`config.mk`:
```
export PLATFORM = sky130hd
export DESIGN_NAME = dfr_deframer
export DESIGN_NICKNAME = d
export VERILOG_FILES = /design/src/rtl/dfr_pkg.sv /design/src/rtl/dfr_classify.sv /design/src/rtl/dfr_parser.sv /design/src/rtl/dfr_outreg.sv /design/src/rtl/dfr_deframer.sv
export SDC_FILE = /design/constraint.sdc
export NUM_CORES = 1
export LEC_CHECK = 0
export ABC_AREA = 1
export ABC_CLOCK_PERIOD_IN_PS = 3300
export BUFFER_PORTS_ARGS = -buffer_cell sky130_fd_sc_hd__buf_2
export CAP_MARGIN = 20
export CORE_UTILIZATION = 36
export CTS_CLUSTER_DIAMETER = 60
export DETAILED_ROUTE_END_ITERATION = 12
export GPL_TIMING_DRIVEN = 1
export PLACE_DENSITY = 0.56
export SLEW_MARGIN = 20
export SYNTH_ARGS = -nofsm -noshare
export SYNTH_HDL_FRONTEND = slang
export SYNTH_SLANG_ARGS = --single-unit
```
`constraint.sdc`:
```
create_clock -name clk -period 3.3 [get_ports clk]
set_clock_uncertainty 0.05 [all_clocks]
set_input_delay 0.495 -clock clk [delete_from_list [all_inputs] [get_ports clk]]
set_output_delay 0.495 -clock clk [all_outputs]
set_load 0.05 [all_outputs]
```
`src/rtl/dfr_pkg.sv`:
```
package dfr_pkg;

    localparam int BYTE_W = 8;

    localparam logic [BYTE_W-1:0] CODE_START = 8'h7A;
    localparam logic [BYTE_W-1:0] CODE_END   = 8'h7B;
    localparam logic [BYTE_W-1:0] CODE_CHAN  = 8'h7C;
    localparam logic [BYTE_W-1:0] CODE_PESC  = 8'h7D;
    localparam logic [BYTE_W-1:0] CODE_IDLE  = 8'h4A;
    localparam logic [BYTE_W-1:0] CODE_XESC  = 8'h4D;
    localparam logic [BYTE_W-1:0] ESC_FLIP   = 8'h20;

    typedef enum logic [2:0] {
        K_FILL,
        K_START,
        K_END,
        K_CHAN,
        K_ESC,
        K_DATA
    } kind_e;

    // parser context
    typedef struct packed {
        logic in_pkt;     // a start marker has been seen
        logic esc;        // escape pending
        logic tail;       // end marker seen, next data byte is last
        logic chan_wait;  // channel number awaited
        logic first;      // next data byte opens the packet
    } ctx_t;

    // one output beat
    typedef struct packed {
        logic              valid;
        logic              sop;
        logic              eop;
        logic [BYTE_W-1:0] data;
        logic              err;
    } beat_t;

    localparam ctx_t CTX_HUNT  = '{in_pkt: 1'b0, esc: 1'b0, tail: 1'b0, chan_wait: 1'b0, first: 1'b0};
    localparam ctx_t CTX_FRESH = '{in_pkt: 1'b1, esc: 1'b0, tail: 1'b0, chan_wait: 1'b0, first: 1'b1};

    function automatic kind_e classify(input logic [BYTE_W-1:0] b);
        kind_e k;
        unique case (b)
            CODE_IDLE:            k = K_FILL;
            CODE_START:           k = K_START;
            CODE_END:             k = K_END;
            CODE_CHAN:            k = K_CHAN;
            CODE_PESC, CODE_XESC: k = K_ESC;
            default:              k = K_DATA;
        endcase
        return k;
    endfunction

endpackage

```
`src/rtl/dfr_classify.sv`:
```
module dfr_classify
    import dfr_pkg::*;
(
    input  logic              in_valid,
    input  logic [BYTE_W-1:0] in_byte,
    output logic              act,
    output kind_e             kind
);
    always_comb begin
        kind = classify(in_byte);
        act  = in_valid && (kind != K_FILL);
    end
endmodule

```
`src/rtl/dfr_parser.sv`:
```
module dfr_parser
    import dfr_pkg::*;
#(
    parameter logic [BYTE_W-1:0] CHAN_ID = 8'h00
) (
    input  logic              clk,
    input  logic              rst,
    input  logic              act,
    input  kind_e             kind,
    input  logic [BYTE_W-1:0] in_byte,
    output beat_t             beat
);
    ctx_t ctx_q, ctx_d;

    always_comb begin
        ctx_d = ctx_q;
        beat  = '0;
        if (act) begin
            if (!ctx_q.in_pkt) begin
                if (kind == K_START) ctx_d = CTX_FRESH;
            end else if (ctx_q.chan_wait) begin
                if (in_byte != CHAN_ID) begin
                    beat.err = 1'b1;
                    ctx_d    = CTX_HUNT;
                end else begin
                    ctx_d.chan_wait = 1'b0;
                end
            end else begin
                unique case (kind)
                    K_START: ctx_d = CTX_FRESH;
                    K_END: begin
                        if (ctx_q.esc || ctx_q.tail) begin
                            beat.err = 1'b1;
                            ctx_d    = CTX_HUNT;
                        end else begin
                            ctx_d.tail = 1'b1;
                        end
                    end
                    K_CHAN: begin
                        if (ctx_q.esc || ctx_q.tail) begin
                            beat.err = 1'b1;
                            ctx_d    = CTX_HUNT;
                        end else begin
                            ctx_d.chan_wait = 1'b1;
                        end
                    end
                    K_ESC: begin
                        if (ctx_q.esc) begin
                            beat.err = 1'b1;
                            ctx_d    = CTX_HUNT;
                        end else begin
                            ctx_d.esc = 1'b1;
                        end
                    end
                    K_DATA: begin
                        beat.valid  = 1'b1;
                        beat.sop    = ctx_q.first;
                        beat.eop    = ctx_q.tail;
                        beat.data   = ctx_q.esc ? (in_byte ^ ESC_FLIP) : in_byte;
                        ctx_d.first = 1'b0;
                        ctx_d.esc   = 1'b0;
                        if (ctx_q.tail) ctx_d = CTX_HUNT;
                    end
                    default: ctx_d = ctx_q;
                endcase
            end
        end
    end

    always_ff @(posedge clk) begin
        if (rst) ctx_q <= CTX_HUNT;
        else     ctx_q <= ctx_d;
    end
endmodule

```
`src/rtl/dfr_outreg.sv`:
```
module dfr_outreg
    import dfr_pkg::*;
(
    input  logic  clk,
    input  logic  rst,
    input  beat_t beat_d,
    output beat_t beat_q
);
    always_ff @(posedge clk) begin
        if (rst) beat_q <= '0;
        else     beat_q <= beat_d;
    end
endmodule

```
`src/rtl/dfr_deframer.sv`:
```
module dfr_deframer
    import dfr_pkg::*;
#(
    parameter logic [BYTE_W-1:0] CHAN_ID = 8'h00
) (
    input  logic              clk,
    input  logic              rst,
    input  logic              in_valid,
    input  logic [BYTE_W-1:0] in_byte,
    output logic              out_valid,
    output logic              out_sop,
    output logic              out_eop,
    output logic [BYTE_W-1:0] out_byte,
    output logic              out_err
);
    logic  act;
    kind_e kind;
    beat_t beat_c, beat_r;

    dfr_classify u_cls (
        .in_valid (in_valid),
        .in_byte  (in_byte),
        .act      (act),
        .kind     (kind)
    );

    dfr_parser #(.CHAN_ID(CHAN_ID)) u_prs (
        .clk     (clk),
        .rst     (rst),
        .act     (act),
        .kind    (kind),
        .in_byte (in_byte),
        .beat    (beat_c)
    );

    dfr_outreg u_out (
        .clk    (clk),
        .rst    (rst),
        .beat_d (beat_c),
        .beat_q (beat_r)
    );

    assign out_valid = beat_r.valid;
    assign out_sop   = beat_r.sop;
    assign out_eop   = beat_r.eop;
    assign out_byte  = beat_r.data;
    assign out_err   = beat_r.err;
endmodule

```
==> impl_metrics.env, run 1 <==
export IMPL_layout_nets=157
export IMPL_grt_setup_unrepaired="no"
export IMPL_die_h_um=50.4
export IMPL_worstMarginPinSlew_ns=0.417
export IMPL_drive_above_1_share_pct=27.6
export IMPL_grt_use_total_pct=14.6
export IMPL_yosysSeqAreaShare_pct=40.3
export IMPL_clock_latency_ns=0.28
export IMPL_cp_start_kind="input pin"
export IMPL_ir_worst_vdd_v=0.000250
export IMPL_timing_fmax_ghz=0.601
export IMPL_arrival_ns=1.82
export IMPL_clock_path_buffers=2
export IMPL_final_seq_area_um2=340
export IMPL_path_clk_slew_ns=0.09
export IMPL_cp_data_required_time_ns=3.46
export IMPL_finalNonFillerCells=173
export IMPL_power_internal_mw=0.262
export IMPL_coreArea_um2=2210
export IMPL_r2r_start="u_prs.ctx_q[4]"
export IMPL_critical_path_max_fanout=11
export IMPL_max_cap_violations=0
export IMPL_fin_area_um2=1010
export IMPL_layout_setup_ws_ns=1.64
export IMPL_seqPwrFrac_pct=60.2
export IMPL_netlist_area_um2=845
export IMPL_place_congestion=0.893
export IMPL_r2r_slack_ns=1.81
export IMPL_overflow=0
export IMPL_cts_buffers=3
export IMPL_root_buffer="clkbuf_4"
export IMPL_finalSetupViolations=0
export IMPL_yosysUniqueCellTypes=20
export IMPL_ioPinCount=23
export IMPL_min_period_ns=1.66
export IMPL_drtPass1Iterations=4
export IMPL_endpoint="u_out.beat_q[6]"
export IMPL_cts_hold_buffers_added=0
export IMPL_reg2reg_depth=4
export IMPL_num_vias=779
export IMPL_antenna_found_initial=0
export IMPL_start_util_pct=38.2
export IMPL_pwr_share_comb_pct=8.4
export IMPL_num_fill_cells=244
export IMPL_cts_sinks=17
export IMPL_cellLeakagePower_nw=0.529
export IMPL_r2r_end="u_out.beat_q[6]"
export IMPL_clkPwrFrac_pct=31.4
export IMPL_final_period_utilization_pct=50.4
export IMPL_drt_total_wl_um=1630
export IMPL_dpl_cell_area_um2=985
export IMPL_grt_pass1_wl_um=2820
export IMPL_cts_tree="yes"
export IMPL_min_path_type="in2reg"
export IMPL_p_sw_mw=0.0791
export IMPL_post_cts_repair_setup_buffers=0
export IMPL_die_w_um=50.4
export IMPL_vias_per_cell=4.50
export IMPL_drc=0
export IMPL_hold_violations=0
export IMPL_p_total_mw=0.341
export IMPL_grt_pass1_vias=715
export IMPL_syn2layout_area_growth_pct=19.7
export IMPL_dp_slack_ns=1.32
export IMPL_antenna_left=0
export IMPL_portBuffers=22
export IMPL_slew_violations=0
export IMPL_outcome="completed"
export IMPL_cts_repair_resized=0
export IMPL_antenna_cells=0
export IMPL_cts_htree_levels=1
export IMPL_route_detailed_wl_per_inst_um=9.40
export IMPL_timing_slew_headroom_pct=72.1
export IMPL_num_rows=17
export IMPL_dieArea_um2=2540
export IMPL_ys_warn_count=0
export IMPL_syn_num_nets=131
export IMPL_dp_hpwl_um=1330
export IMPL_drt_iter0_markers=20
export IMPL_synth_seq_cells=17
export IMPL_syn_avg_cell_area_um2=7.04
export IMPL_fin_setup_tns_ns=0
export IMPL_path_class="in2reg"
export IMPL_grt_max_degree=12
export IMPL_p_sw_share_pct=23.2
export IMPL_end_kind="register"
export IMPL_crit_path_start="in_byte[7]"
export IMPL_synth_cells=120
export IMPL_multi_input_area_um2=424
export IMPL_power_density_nw_per_um2=337
export IMPL_dp_cells=169
## worst max-delay path, cell delays in order
cell	delay [ns]
buf_2	0.07
inv_1	0.06
nand2_2	0.12
nor2_1	0.09
nand2_2	0.11
nand2_4	0.07
nor3_2	0.17
nand4_1	0.38
a21oi_1	0.24
## routing by layer
metal	track usage (%)	vias to the layer above	wire [µm]
met5	0	-	0
met4	4.17	0	12
met3	4.85	2	82
met2	24.2	18	744
met1	17.8	333	786
li1	-	426	-
## power by group through the flow
stage	Combinational, mW	Clock (mW)	Sequential, mW
finish	0.0287	0.107	0.205
global route	0.0327	0.121	0.206
floorplan	0.0168	0	0.210
CTS	0.0289	0.114	0.205
detailed placement	0.0287	0	0.210
global placement	0.0284	0	0.210
## registers in the layout, indices dropped and copies added (netlist names)
register / cells
u_out.beat_q: 12
u_prs.ctx_q: 5
## kinds of logic after synthesis
logic type	synth area share (%)
compound gates	9.33
simple gates	40.9
flops	40.3
buf+inv	9.48
## through the flow
step | utilization [%] | hold WS (ns)
floorplan | - | 0.366
global placement | 44.5 | 0.404
detailed placement | 44.5 | 0.401
CTS | 45.7 | 0.394
global route | 45.7 | 0.415
finish | 45.7 | 0.406
## layout by cell type, fill, tap and decap left out, types with 2 or more instances in the layout
master	Yosys	routed
nand2_1	23	23
nor2_1	22	22
buf_2	1	22
inv_1	17	17
dfxtp_1	17	17
nand3_1	7	7
a21oi_1	7	7
nand4_1	5	5
nand2_2	4	4
o21ai_0	4	4
inv_2	3	3
clkbuf_4	0	3
nand2_4	2	2
## worst min-delay path by stage
stage                     cells after the start  slack [ns]      startpoint                to
final                                         3        0.41      in_byte[2]   u_out.beat_q[3]
after global placement                        2        0.40  u_prs.ctx_q[0]  u_out.beat_q[10]
after detailed placement                      2        0.40  u_prs.ctx_q[0]  u_out.beat_q[10]
after floorplan                               2        0.37  u_prs.ctx_q[0]  u_out.beat_q[10]
after CTS                                     3        0.39      in_byte[2]   u_out.beat_q[3]
after global routing                          3        0.41      in_byte[2]   u_out.beat_q[3]
## synthesized netlist by cell type
master	count	share of area (%)
a21oi_1	7	4.1
a21oi_4	1	1.9
buf_2	1	0.59
dfxtp_1	17	40
inv_1	17	7.6
inv_2	3	1.3
nand2_1	23	10
nand2_2	4	3.0
nand2_4	2	2.7
nand3_1	7	4.1
nand3_2	1	1.2
nand4_1	5	3.7
nor2_1	22	9.8
nor2_2	1	0.74
nor2_4	1	1.3
nor2_8	1	2.4
nor3_1	1	0.59
nor3_2	1	1.2
o211ai_1	1	0.89
o21ai_0	4	2.4
## layout make-up
cell class / instances / share of cell area, %
Clock buffer: 4 / 2.60
Inverter: 20 / 7.43
Multi-Input combinational cell: 82 / 42.0
Sequential cell: 17 / 33.7
Tap cell: 28 / 3.47
Timing Repair Buffer: 22 / 10.9
(Power assumes the default switching activity.)
==> run 2: changes to the inputs <==
Settings changed: ABC_CLOCK_PERIOD_IN_PS 3300 to 1720.
Clock period 3.3 ns to 1.72 ns, I/O delays scaled along.
==> impl_metrics.env, run 2 (synthesis results as in run 1) <==
export IMPL_layout_nets=159
export IMPL_cellLeakagePower_nw=0.540
export IMPL_crit_chain="inv_1, nor2_1, nand4_1, o21ai_0, nor2_2, nand3_2, nand2_1, nand2_1, nor2_1"
export IMPL_final_period_utilization_pct=84.8
export IMPL_grt_use_total_pct=15.3
export IMPL_min_path_type="in2reg"
export IMPL_top_register="u_out.beat_q"
export IMPL_cts_sinks=17
export IMPL_path_class="reg2reg"
export IMPL_timing_fmax_ghz=0.685
export IMPL_p_sw_mw=0.161
export IMPL_critical_path_max_fanout=5
export IMPL_r2r_start="u_prs.ctx_q[4]"
export IMPL_ir_worst_vdd_v=0.000509
export IMPL_vias_per_cell=4.63
export IMPL_cts_buffers=3
export IMPL_post_cts_repair_setup_buffers=0
export IMPL_reg2reg_depth=9
export IMPL_antenna_found_initial=0
export IMPL_finalNonFillerCells=175
export IMPL_portBuffers=22
export IMPL_die_h_um=50.4
export IMPL_num_fill_cells=247
export IMPL_finalSetupViolations=0
export IMPL_ioPinCount=23
export IMPL_path_delay_family="simple AND/OR/NAND/NOR gates"
export IMPL_cts_repair_resized=0
export IMPL_use_met2_pct=26.4
export IMPL_met1_usage_pct=18.2
export IMPL_cts_tree="yes"
export IMPL_route_detailed_wl_per_inst_um=9.64
export IMPL_power_internal_mw=0.500
export IMPL_dp_hpwl_um=1350
export IMPL_drive_above_1_share_pct=29.3
export IMPL_power_density_nw_per_um2=643
export IMPL_arrival_ns=1.60
export IMPL_slowest_delay_ns=0.36
export IMPL_pwr_share_comb_pct=8.4
export IMPL_drtPass1Iterations=4
export IMPL_syn2layout_area_growth_pct=21.6
export IMPL_outcome="completed"
export IMPL_grt_pass1_vias=719
export IMPL_dp_cells=171
export IMPL_fin_area_um2=1030
export IMPL_max_cap_violations=0
export IMPL_cp_data_required_time_ns=1.86
export IMPL_drt_iter0_markers=17
export IMPL_use_met3_pct=5.45
export IMPL_busiest_layer="met2"
export IMPL_drt_total_wl_um=1690
export IMPL_slew_violations=0
export IMPL_num_vias=810
export IMPL_multi_input_area_um2=424
export IMPL_cp_depth=9
export IMPL_overflow=0
export IMPL_cts_htree_levels=1
export IMPL_timing_slew_headroom_pct=72.5
export IMPL_critical_path_buf_inv_count=1
export IMPL_final_seq_area_um2=340
export IMPL_min_period_ns=1.46
export IMPL_drc=0
export IMPL_grt_max_degree=11
export IMPL_antenna_left=0
export IMPL_dieArea_um2=2540
export IMPL_clkPwrFrac_pct=31.9
export IMPL_hold_ws_ns=0.164
export IMPL_hold_violations=0
export IMPL_antenna_cells=0
export IMPL_seqPwrFrac_pct=59.7
export IMPL_num_rows=17
export IMPL_final_common_cell="nand2_1"
export IMPL_crit_path_start="u_prs.ctx_q[4]"
export IMPL_critPathSlowestCell="dfxtp_1"
export IMPL_cp_start_kind="register"
export IMPL_end_kind="register"
export IMPL_largest_reg_flops=12
export IMPL_coreArea_um2=2210
export IMPL_die_w_um=50.4
export IMPL_clock_path_buffers=2
export IMPL_r2r_end="u_prs.ctx_q[0]"
export IMPL_path_clk_slew_ns=0.10
export IMPL_fin_setup_tns_ns=0
export IMPL_worstMarginPinSlew_ns=0.409
export IMPL_grt_pass1_wl_um=2940
export IMPL_start_util_pct=38.2
export IMPL_dpl_cell_area_um2=1000
export IMPL_cts_hold_buffers_added=0
export IMPL_layout_common_cells="nand2_1 (23), nor2_1 (22), buf_2 (22), inv_1 (17), dfxtp_1 (17)"
export IMPL_r2r_slack_ns=0.26
export IMPL_grt_setup_unrepaired="no"
export IMPL_reg_top3="u_out.beat_q (12), u_prs.ctx_q (5)"
export IMPL_clock_latency_ns=0.29
export IMPL_endpoint="u_prs.ctx_q[0]"
export IMPL_root_buffer="clkbuf_4"
export IMPL_place_congestion=0.813
export IMPL_p_sw_share_pct=24.3
-- run 2: cell count changes in the layout (fill, tap and decap cells not counted) --
cell / previous run / this run
clkbuf_1: 1 / 0
clkinv_2: 0 / 1
buf_4: 0 / 2
-- run 2: tightest hold or removal path: stages --
cell and delay [ns]:
buf_2 0.09, inv_2 0.04, nor2_1 0.08
-- run 2: area by class of cell --
type                    count  share of cell area [%]
well taps                  28                    3.41
multi-input cells          82                    41.3
flip-flops and latches     17                    33.1
repair buffers             24                    12.2
clock buffers               3                    2.19
inverters                  20                    7.31
clock inverters             1                   0.487
-- run 2: how the worst min path moves through the flow --
stage | from | to | slack (ns) | cells past startpoint
2_1_floorplan | in_byte[0] | u_out.beat_q[1] | 0.33 | 2
3_3_place_gp | u_prs.ctx_q[0] | u_out.beat_q[10] | 0.40 | 2
3_5_place_dp | u_prs.ctx_q[0] | u_out.beat_q[10] | 0.39 | 2
4_1_cts | in_byte[2] | u_out.beat_q[3] | 0.16 | 3
5_1_grt | in_byte[6] | u_out.beat_q[7] | 0.16 | 3
6_report | in_byte[2] | u_out.beat_q[3] | 0.16 | 3
-- run 2: layer usage --
metal  vias up  wire [µm]
li1        433          -
met1       356        795
met2        19        791
met3         2         85
met4         0         15
met5         -          0
-- run 2: metrics by stage --
step / power (mW) / setup slack, ns / utilization (%)
after detailed placement: 0.459 / 0.130 / 45.2
after global routing: 0.698 / 0.0234 / 46.4
final: 0.660 / 0.261 / 46.4
after floorplan: 0.436 / 0.368 / -
after global placement: 0.458 / 0.147 / 45.2
after CTS: 0.672 / 0.256 / 46.4
-- run 2: power by group through the flow --
stage	logic, mW	registers, mW	clock network (mW)
2_1_floorplan	0.0323	0.404	0
3_3_place_gp	0.0548	0.403	0
3_5_place_dp	0.0552	0.403	0
4_1_cts	0.0560	0.394	0.221
5_1_grt	0.0623	0.394	0.241
6_report	0.0555	0.394	0.211
